==> src/rtl/spim_pkg.sv <==
package spim_pkg;
  localparam int ADDR_W = 8;

  localparam logic [ADDR_W-1:0] OFS_CTRL = 8'h60;
  localparam logic [ADDR_W-1:0] OFS_STAT = 8'h64;
  localparam logic [ADDR_W-1:0] OFS_TXD  = 8'h68;
  localparam logic [ADDR_W-1:0] OFS_RXD  = 8'h6C;
  localparam logic [ADDR_W-1:0] OFS_SSEL = 8'h70;

  localparam int B_LOOP  = 0;
  localparam int B_EN    = 1;
  localparam int B_MSTR  = 2;
  localparam int B_CPOL  = 3;
  localparam int B_CPHA  = 4;
  localparam int B_TXCLR = 5;
  localparam int B_RXCLR = 6;
  localparam int B_MANSS = 7;
  localparam int B_HOLD  = 8;
  localparam int B_LSB   = 9;

  typedef struct packed {
    logic loop;
    logic en;
    logic mstr;
    logic cpol;
    logic cpha;
    logic manSs;
    logic hold;
    logic lsb;
  } cfg_t;

  // strobes from the sequencer into the datapath
  typedef struct packed {
    logic busy;
    logic load;
    logic sample;
    logic shift;
    logic done;
  } strobe_t;
endpackage

==> src/rtl/spim_fifo.sv <==
module spim_fifo #(
  parameter int W     = 8,
  parameter int DEPTH = 16
) (
  input  logic         clk,
  input  logic         rstN,
  input  logic         clr,
  input  logic         push,
  input  logic [W-1:0] din,
  input  logic         pop,
  output logic [W-1:0] dout,
  output logic         empty,
  output logic         full
);
  localparam int AW = (DEPTH > 1) ? $clog2(DEPTH) : 1;
  localparam int CW = $clog2(DEPTH + 1);
  localparam logic [AW-1:0] PTR_MAX = AW'(DEPTH - 1);
  localparam logic [CW-1:0] CNT_MAX = CW'(DEPTH);

  logic [W-1:0]  mem [DEPTH];
  logic [AW-1:0] wrPtr, rdPtr;
  logic [CW-1:0] count;
  logic          doPush, doPop;

  assign empty  = (count == '0);
  assign full   = (count == CNT_MAX);
  assign doPush = push && !full;
  assign doPop  = pop && !empty;
  assign dout   = mem[rdPtr];

  always_ff @(posedge clk)
    if (doPush) mem[wrPtr] <= din;

  always_ff @(posedge clk or negedge rstN) begin
    if (!rstN) begin
      wrPtr <= '0;
      rdPtr <= '0;
      count <= '0;
    end else if (clr) begin
      wrPtr <= '0;
      rdPtr <= '0;
      count <= '0;
    end else begin
      if (doPush) wrPtr <= (wrPtr == PTR_MAX) ? '0 : wrPtr + AW'(1);
      if (doPop)  rdPtr <= (rdPtr == PTR_MAX) ? '0 : rdPtr + AW'(1);
      count <= count + CW'(doPush) - CW'(doPop);
    end
  end

  // a push into a full queue leaves it full and the write pointer still
  a_r8_full_hold: assert property (@(posedge clk) disable iff (!rstN)
    (full && push && !pop && !clr) |=> (full && $stable(wrPtr)));

  // a pop from an empty queue changes nothing
  a_r9_empty_pop: assert property (@(posedge clk) disable iff (!rstN)
    (empty && pop && !push && !clr) |=> (empty && $stable(rdPtr)));
endmodule

==> src/rtl/spim_seq.sv <==
module spim_seq
  import spim_pkg::*;
#(
  parameter int WORD_W  = 8,
  parameter int CLK_DIV = 2
) (
  input  logic    clk,
  input  logic    rstN,
  input  cfg_t    cfg,
  input  logic    txAvail,
  output strobe_t strb,
  output logic    sclk
);
  localparam int NEDGE = 2 * WORD_W;
  localparam int EW    = $clog2(NEDGE);
  localparam int DW    = $clog2(CLK_DIV) + 1;
  localparam logic [EW-1:0] LAST_EDGE = EW'(NEDGE - 1);
  localparam logic [DW-1:0] DIV_MAX   = DW'(CLK_DIV - 1);

  logic          busy, startOk, tick, lead, unusedCfg;
  logic [DW-1:0] divCnt;
  logic [EW-1:0] edgeIdx;

  assign startOk   = cfg.en && cfg.mstr && !cfg.hold && txAvail;
  assign tick      = busy && (divCnt == DIV_MAX);
  assign lead      = !edgeIdx[0];
  assign unusedCfg = cfg.loop ^ cfg.lsb ^ cfg.manSs;

  always_comb begin
    strb.busy   = busy;
    strb.load   = !busy && startOk;
    strb.sample = tick && (lead ^ cfg.cpha);
    strb.shift  = tick && !(lead ^ cfg.cpha) && (edgeIdx != '0);
    strb.done   = tick && (edgeIdx == LAST_EDGE);
  end

  always_ff @(posedge clk or negedge rstN) begin
    if (!rstN) begin
      busy    <= 1'b0;
      divCnt  <= '0;
      edgeIdx <= '0;
      sclk    <= 1'b0;
    end else if (!busy) begin
      sclk    <= cfg.cpol;
      divCnt  <= '0;
      edgeIdx <= '0;
      if (startOk) busy <= 1'b1;
    end else if (tick) begin
      divCnt  <= '0;
      sclk    <= !sclk;
      edgeIdx <= edgeIdx + EW'(1);
      if (edgeIdx == LAST_EDGE) busy <= 1'b0;
    end else begin
      divCnt <= divCnt + DW'(1);
    end
  end

  // with hold set, an idle engine stays idle
  a_r3_hold_gate: assert property (@(posedge clk) disable iff (!rstN)
    (!busy && cfg.hold) |=> !busy);

  // an even number of edges per word returns the clock to its rest level
  a_r4_sclk_rest: assert property (@(posedge clk) disable iff (!rstN)
    $fell(busy) |-> (sclk == cfg.cpol));
endmodule

==> src/rtl/spim_dp.sv <==
module spim_dp
  import spim_pkg::*;
#(
  parameter int WORD_W     = 8,
  parameter int FIFO_DEPTH = 16,
  parameter int NUM_SS     = 4
) (
  input  logic              clk,
  input  logic              rstN,
  input  logic [ADDR_W-1:0] busAddr,
  input  logic              busWr,
  input  logic [31:0]       busWrData,
  input  logic              busRd,
  output logic [31:0]       busRdData,
  input  strobe_t           strb,
  output cfg_t              cfg,
  output logic              txAvail,
  input  logic              miso,
  output logic              mosi,
  output logic [NUM_SS-1:0] ssN
);
  logic selCtrl, selStat, selTx, selRx, selSs;
  logic txClr, rxClr, txPush, rxPop, misoEff, unusedWr;
  logic txEmpty, txFull, rxEmpty, rxFull;
  logic [WORD_W-1:0] txHead, rxHead, txSh, rxSh, rxNext;
  logic [NUM_SS-1:0] ssReg;
  logic [31:0]       ctrlRd;

  assign selCtrl  = (busAddr == OFS_CTRL);
  assign selStat  = (busAddr == OFS_STAT);
  assign selTx    = (busAddr == OFS_TXD);
  assign selRx    = (busAddr == OFS_RXD);
  assign selSs    = (busAddr == OFS_SSEL);
  assign txClr    = busWr && selCtrl && busWrData[B_TXCLR];
  assign rxClr    = busWr && selCtrl && busWrData[B_RXCLR];
  assign txPush   = busWr && selTx;
  assign rxPop    = busRd && selRx;
  assign unusedWr = ^busWrData;
  assign txAvail  = !txEmpty;

  spim_fifo #(.W(WORD_W), .DEPTH(FIFO_DEPTH)) u_txq (
    .clk(clk), .rstN(rstN), .clr(txClr), .push(txPush),
    .din(busWrData[WORD_W-1:0]), .pop(strb.load),
    .dout(txHead), .empty(txEmpty), .full(txFull));

  spim_fifo #(.W(WORD_W), .DEPTH(FIFO_DEPTH)) u_rxq (
    .clk(clk), .rstN(rstN), .clr(rxClr), .push(strb.done),
    .din(rxNext), .pop(rxPop),
    .dout(rxHead), .empty(rxEmpty), .full(rxFull));

  assign mosi    = cfg.lsb ? txSh[0] : txSh[WORD_W-1];
  assign misoEff = cfg.loop ? mosi : miso;
  assign ssN     = (cfg.manSs || strb.busy) ? ssReg : '1;

  always_comb begin
    rxNext = rxSh;
    if (strb.sample)
      rxNext = cfg.lsb ? {misoEff, rxSh[WORD_W-1:1]} : {rxSh[WORD_W-2:0], misoEff};
  end

  always_ff @(posedge clk or negedge rstN) begin
    if (!rstN) begin
      cfg   <= '0;
      ssReg <= '1;
      txSh  <= '0;
      rxSh  <= '0;
    end else begin
      if (busWr && selCtrl)
        cfg <= '{loop: busWrData[B_LOOP], en: busWrData[B_EN], mstr: busWrData[B_MSTR],
                 cpol: busWrData[B_CPOL], cpha: busWrData[B_CPHA], manSs: busWrData[B_MANSS],
                 hold: busWrData[B_HOLD], lsb: busWrData[B_LSB]};
      if (busWr && selSs) ssReg <= busWrData[NUM_SS-1:0];
      if (strb.load)       txSh <= txHead;
      else if (strb.shift) txSh <= cfg.lsb ? (txSh >> 1) : (txSh << 1);
      rxSh <= rxNext;
    end
  end

  always_comb begin
    ctrlRd          = '0;
    ctrlRd[B_LOOP]  = cfg.loop;
    ctrlRd[B_EN]    = cfg.en;
    ctrlRd[B_MSTR]  = cfg.mstr;
    ctrlRd[B_CPOL]  = cfg.cpol;
    ctrlRd[B_CPHA]  = cfg.cpha;
    ctrlRd[B_MANSS] = cfg.manSs;
    ctrlRd[B_HOLD]  = cfg.hold;
    ctrlRd[B_LSB]   = cfg.lsb;
    busRdData = '0;
    if (selCtrl)      busRdData = ctrlRd;
    else if (selStat) busRdData = 32'({txFull, txEmpty && !strb.busy, rxFull, rxEmpty});
    else if (selRx)   busRdData = rxEmpty ? '0 : 32'(rxHead);
    else if (selSs)   busRdData = 32'(ssReg);
  end

  // a flush write leaves the transmit queue empty on the next cycle
  a_r11_tx_flush: assert property (@(posedge clk) disable iff (!rstN)
    txClr |=> txEmpty);

  // a finished word lands in a receive queue that had room
  a_r7_rx_push: assert property (@(posedge clk) disable iff (!rstN)
    (strb.done && !rxFull && !rxClr) |=> !rxEmpty);
endmodule

==> src/rtl/spim_top.sv <==
module spim_top
  import spim_pkg::*;
#(
  parameter int WORD_W     = 8,
  parameter int FIFO_DEPTH = 16,
  parameter int CLK_DIV    = 2,
  parameter int NUM_SS     = 4
) (
  input  logic              clk,
  input  logic              rstN,
  input  logic [ADDR_W-1:0] busAddr,
  input  logic              busWr,
  input  logic [31:0]       busWrData,
  input  logic              busRd,
  output logic [31:0]       busRdData,
  output logic              spiSclk,
  output logic              spiMosi,
  input  logic              spiMiso,
  output logic [NUM_SS-1:0] spiSsN
);
  cfg_t    cfg;
  strobe_t strb;
  logic    txAvail;

  spim_seq #(.WORD_W(WORD_W), .CLK_DIV(CLK_DIV)) u_seq (
    .clk(clk), .rstN(rstN), .cfg(cfg), .txAvail(txAvail),
    .strb(strb), .sclk(spiSclk));

  spim_dp #(.WORD_W(WORD_W), .FIFO_DEPTH(FIFO_DEPTH), .NUM_SS(NUM_SS)) u_dp (
    .clk(clk), .rstN(rstN), .busAddr(busAddr), .busWr(busWr),
    .busWrData(busWrData), .busRd(busRd), .busRdData(busRdData),
    .strb(strb), .cfg(cfg), .txAvail(txAvail),
    .miso(spiMiso), .mosi(spiMosi), .ssN(spiSsN));
endmodule

==> config.mk <==
export PLATFORM = sky130hd
export DESIGN_NAME = spim_top
export DESIGN_NICKNAME = d
export VERILOG_FILES = /design/src/rtl/spim_pkg.sv /design/src/rtl/spim_fifo.sv /design/src/rtl/spim_seq.sv /design/src/rtl/spim_dp.sv /design/src/rtl/spim_top.sv
export SDC_FILE = /design/constraint.sdc
export NUM_CORES = 1
export LEC_CHECK = 0
export BUFFER_PORTS_ARGS = -buffer_cell sky130_fd_sc_hd__buf_4
export CORE_UTILIZATION = 55
export DETAILED_ROUTE_END_ITERATION = 10
export PLACE_DENSITY = 0.82
export SLEW_MARGIN = 20
export SYNTH_ARGS = -nofsm -noshare
export SYNTH_HDL_FRONTEND = slang
export SYNTH_SLANG_ARGS = --single-unit
==> constraint.sdc <==
create_clock -name clk -period 4 [get_ports clk]
set_clock_uncertainty 0.2 [all_clocks]
set_input_delay 0.2 -clock clk [delete_from_list [all_inputs] [get_ports clk]]
set_output_delay 0.2 -clock clk [all_outputs]
set_load 0.02 [all_outputs]
==> results.toml <==
[setup_path]
timing.rr.end = "u_dp.u_txq.count[4]$_DFF_PN0_"
r2r-start = "u_dp.u_txq.count[2]$_DFF_PN0_"
start_kind = "input port"
cp.required_ns = 3.60
cp_max_fo = 10
arrival_ns = 3.36
r2r_setup_slack_ns = 0.30
rr_worst_depth = 14
crit_slowest_cell = "or4b_4"
cpPeakStageDelay_ns = 0.57
criticalPathCategory = "in -> out"
crit_path_frequent_cell = "buf_4"
critPathCaptureType = "output pin"
cp_cell_sequence = "dlygate4sd3_1 -> buf_4 -> or4b_4 -> or4b_1 -> buf_4 -> or4_1 -> a31oi_1 -> buf_4"

[grt]
grt_overflow_total = 0
grt_usage = 0.243
grt_pass1_vias = 7909
antenna_found_initial = 0
grt_pass1_wl_um = 46300
grt_max_degree = 63

[synth]
synth_cells = 854
ys.flop_type = "edfxtp_1"
ys_ff_latch = 318
yosysSeqAreaShare = 0.673
synth_cell_types = 58
yosysWarningCount = 0
synth.avg_cell_area_um2 = 16.1
yosysTopAreaCell = "edfxtp_1"
synth_top_area_frac = 0.560
synth-edff-count = 256
netlist_area_um2 = 13700
synthTopCellsByArea = "edfxtp_1, dfrtp_1, mux4_2"
synth-async-reset-ratio = 0.195

[clocking]
cts_setup_buffers = 0
cts_num_sinks = 318
numCtsBuffers = 31
clockBufferDepth = 3
clk_pin_slew_worst_paths_ns = 0.06
cts_tree = "yes"
h-tree-depth = 1
cts_root_buf = "clkbuf_16"
insertion_delay_ns = 0.56

[timing]
fin_tns_setup_ns = 0
fmax_mhz = 266
maxSlewHeadroom = 0.300
finalCritPeriodShare = 0.940
worst_pin_slew_ns = 1.05
drv_slew = 0
period_needed_ns = 3.76
hold_viol = 0
setup_viol = 0

[outcome]
outcome = "finished, final reports clean"

[placement]
gp_congestion = 0.833
io_buffer_count = 38
placed_area_um2 = 14400
hpwl_um = 19400

[floorplanning]
start_util = 0.563
ioPinCount = 83
die-area_um2 = 25600
rows = 57
die_h_um = 160
die_w_um = 160
core_um2 = 24400

[route]
drtIter0Drc = 824
drc_errors = 0
routed_via_density = 6.12
num_vias = 7842
ant_nets = 0
detail_route.wl_per_cell_um = 23.8
drtPass1Iterations = 8
wirelength_um = 30500

[finish]
antenna_cells = 0
fin_area_um2 = 15600
final_cell_mix = "edfxtp_1, buf_4, mux4_2, dfrtp_1, nor2_1"
layout_commonest_cell = "edfxtp_1"
drive_gt1_frac = 0.225
syn_to_final_growth_pct = 13.8
nets = 1005

[pwr]
ir_drop_v = 0.000453
powerDensity_nw_per_um2 = 467
leakage_nw = 6.02
p_total_mw = 7.31

[run]
maxCapViolCount = 0

[hold_path]
hp-class = "in -> async"
## kinds of logic after synthesis
family,count (synthesis),share of synthesized area
AO/OA/AOI/OAI,93,0.0423
XOR/XNOR,11,0.00701
adder cells (fa/ha/maj),26,0.0248
buffers and inverters,102,0.0346
flip-flops,318,0.673
multiplexers,115,0.141
other,1,0.000273
AND/OR/NAND/NOR,188,0.0777
## cell usage after synthesis (all sizes together), types with 5 or more instances
cell / instances
buf: 39
o22ai: 6
xnor2: 7
nor4: 16
mux2i: 31
ha: 24
a211o: 5
a2bb2oi: 5
inv: 37
nand2: 26
dfrtp: 58
nor2b: 16
and3: 14
nor3: 5
a21oi: 36
o21ai: 16
and2: 20
nor2: 38
mux4: 60
nand3: 21
edfxtp: 256
clkbuf: 25
mux2: 24
## metal layers
| layer | vias to the layer above | share of wire | global-route usage | wire length (µm) |
|---|---|---|---|---|
| li1 | 3409 | - | - | - |
| met1 | 3953 | 0.39 | 0.324 | 11900 |
| met2 | 395 | 0.50 | 0.407 | 15200 |
| met3 | 85 | 0.078 | 0.0410 | 2370 |
| met4 | 0 | 0.033 | 0.0848 | 1000 |
| met5 | - | 0 | 0 | 0 |
## timing repair
item / in CTS / in global routing
hold buffers: 16 / 0
endpoints found under the hold margin: 205 / 0
endpoints found under the setup margin: 0 / 1
gates resized for setup: 0 / 1
## flip-flops by register name, summed over array words and instances (netlist names)
| name | cells |
|---|---|
| u_dp.cfg | 8 |
| u_dp.rxSh | 8 |
| u_dp.ssReg | 4 |
| u_dp.txSh | 8 |
| u_dp.u_rxq.count | 5 |
| u_dp.u_rxq.mem | 128 |
| u_dp.u_rxq.rdPtr | 4 |
| u_dp.u_rxq.wrPtr | 4 |
| u_dp.u_txq.count | 5 |
| u_dp.u_txq.mem | 128 |
| u_dp.u_txq.rdPtr | 4 |
| u_dp.u_txq.wrPtr | 4 |
| u_seq.busy | 1 |
| u_seq.divCnt | 2 |
| u_seq.edgeIdx | 4 |
| u_seq.sclk | 1 |
## critical path, delay by kind of cell
kind                   cells  cell delay [ns]
AOI/OAI and AO/OA          1             0.38
buffers and inverters      4             1.10
and+or+nand+nor            3             1.67
## power by group
group	switching, mW	internal (mW)	total [mW]	leakage, nW
registers	0.102	3.64	3.74	3.39
clock network	1.21	1.68	2.89	0.490
logic	0.368	0.313	0.682	2.14
## stage by stage
step,setup WS [ns],hold slack (ns),cells,utilization
2_1_floorplan,0.637,-0.296,875,-
3_3_place_gp,0.491,0.143,1209,0.592
3_5_place_dp,0.379,0.143,1209,0.592
4_1_cts,0.228,0.0715,1282,0.641
5_1_grt,-0.0401,0.121,1282,0.641
6_report,0.238,0.0726,1282,0.641
## layout make-up
type                            instances  area (µm²)
Tap cell                              324         405
Inverter                               38         143
Clock buffer                           41         843
Fill cell                            1637        8760
Timing Repair Buffer                   90         716
Sequential cell                       318        9250
Multi-Input combinational cell        455        4110
Clock inverter                         16         174
## worst max-delay path by stage
stage | startpoint | endpoint
after floorplan | u_dp.u_txq.count[3]$_DFF_PN0_ | u_dp.u_txq.count[4]$_DFF_PN0_
after global placement | u_dp.u_txq.count[3]$_DFF_PN0_ | u_dp.u_txq.count[4]$_DFF_PN0_
after detailed placement | u_dp.u_txq.count[3]$_DFF_PN0_ | u_dp.u_txq.count[4]$_DFF_PN0_
after CTS | u_dp.u_txq.count[2]$_DFF_PN0_ | u_dp.u_txq.count[4]$_DFF_PN0_
after global routing | u_dp.u_txq.count[3]$_DFF_PN0_ | u_dp.u_txq.count[4]$_DFF_PN0_
final | busAddr[0] | busRdData[2]
Note: power is estimated with default switching activity, not from simulation.
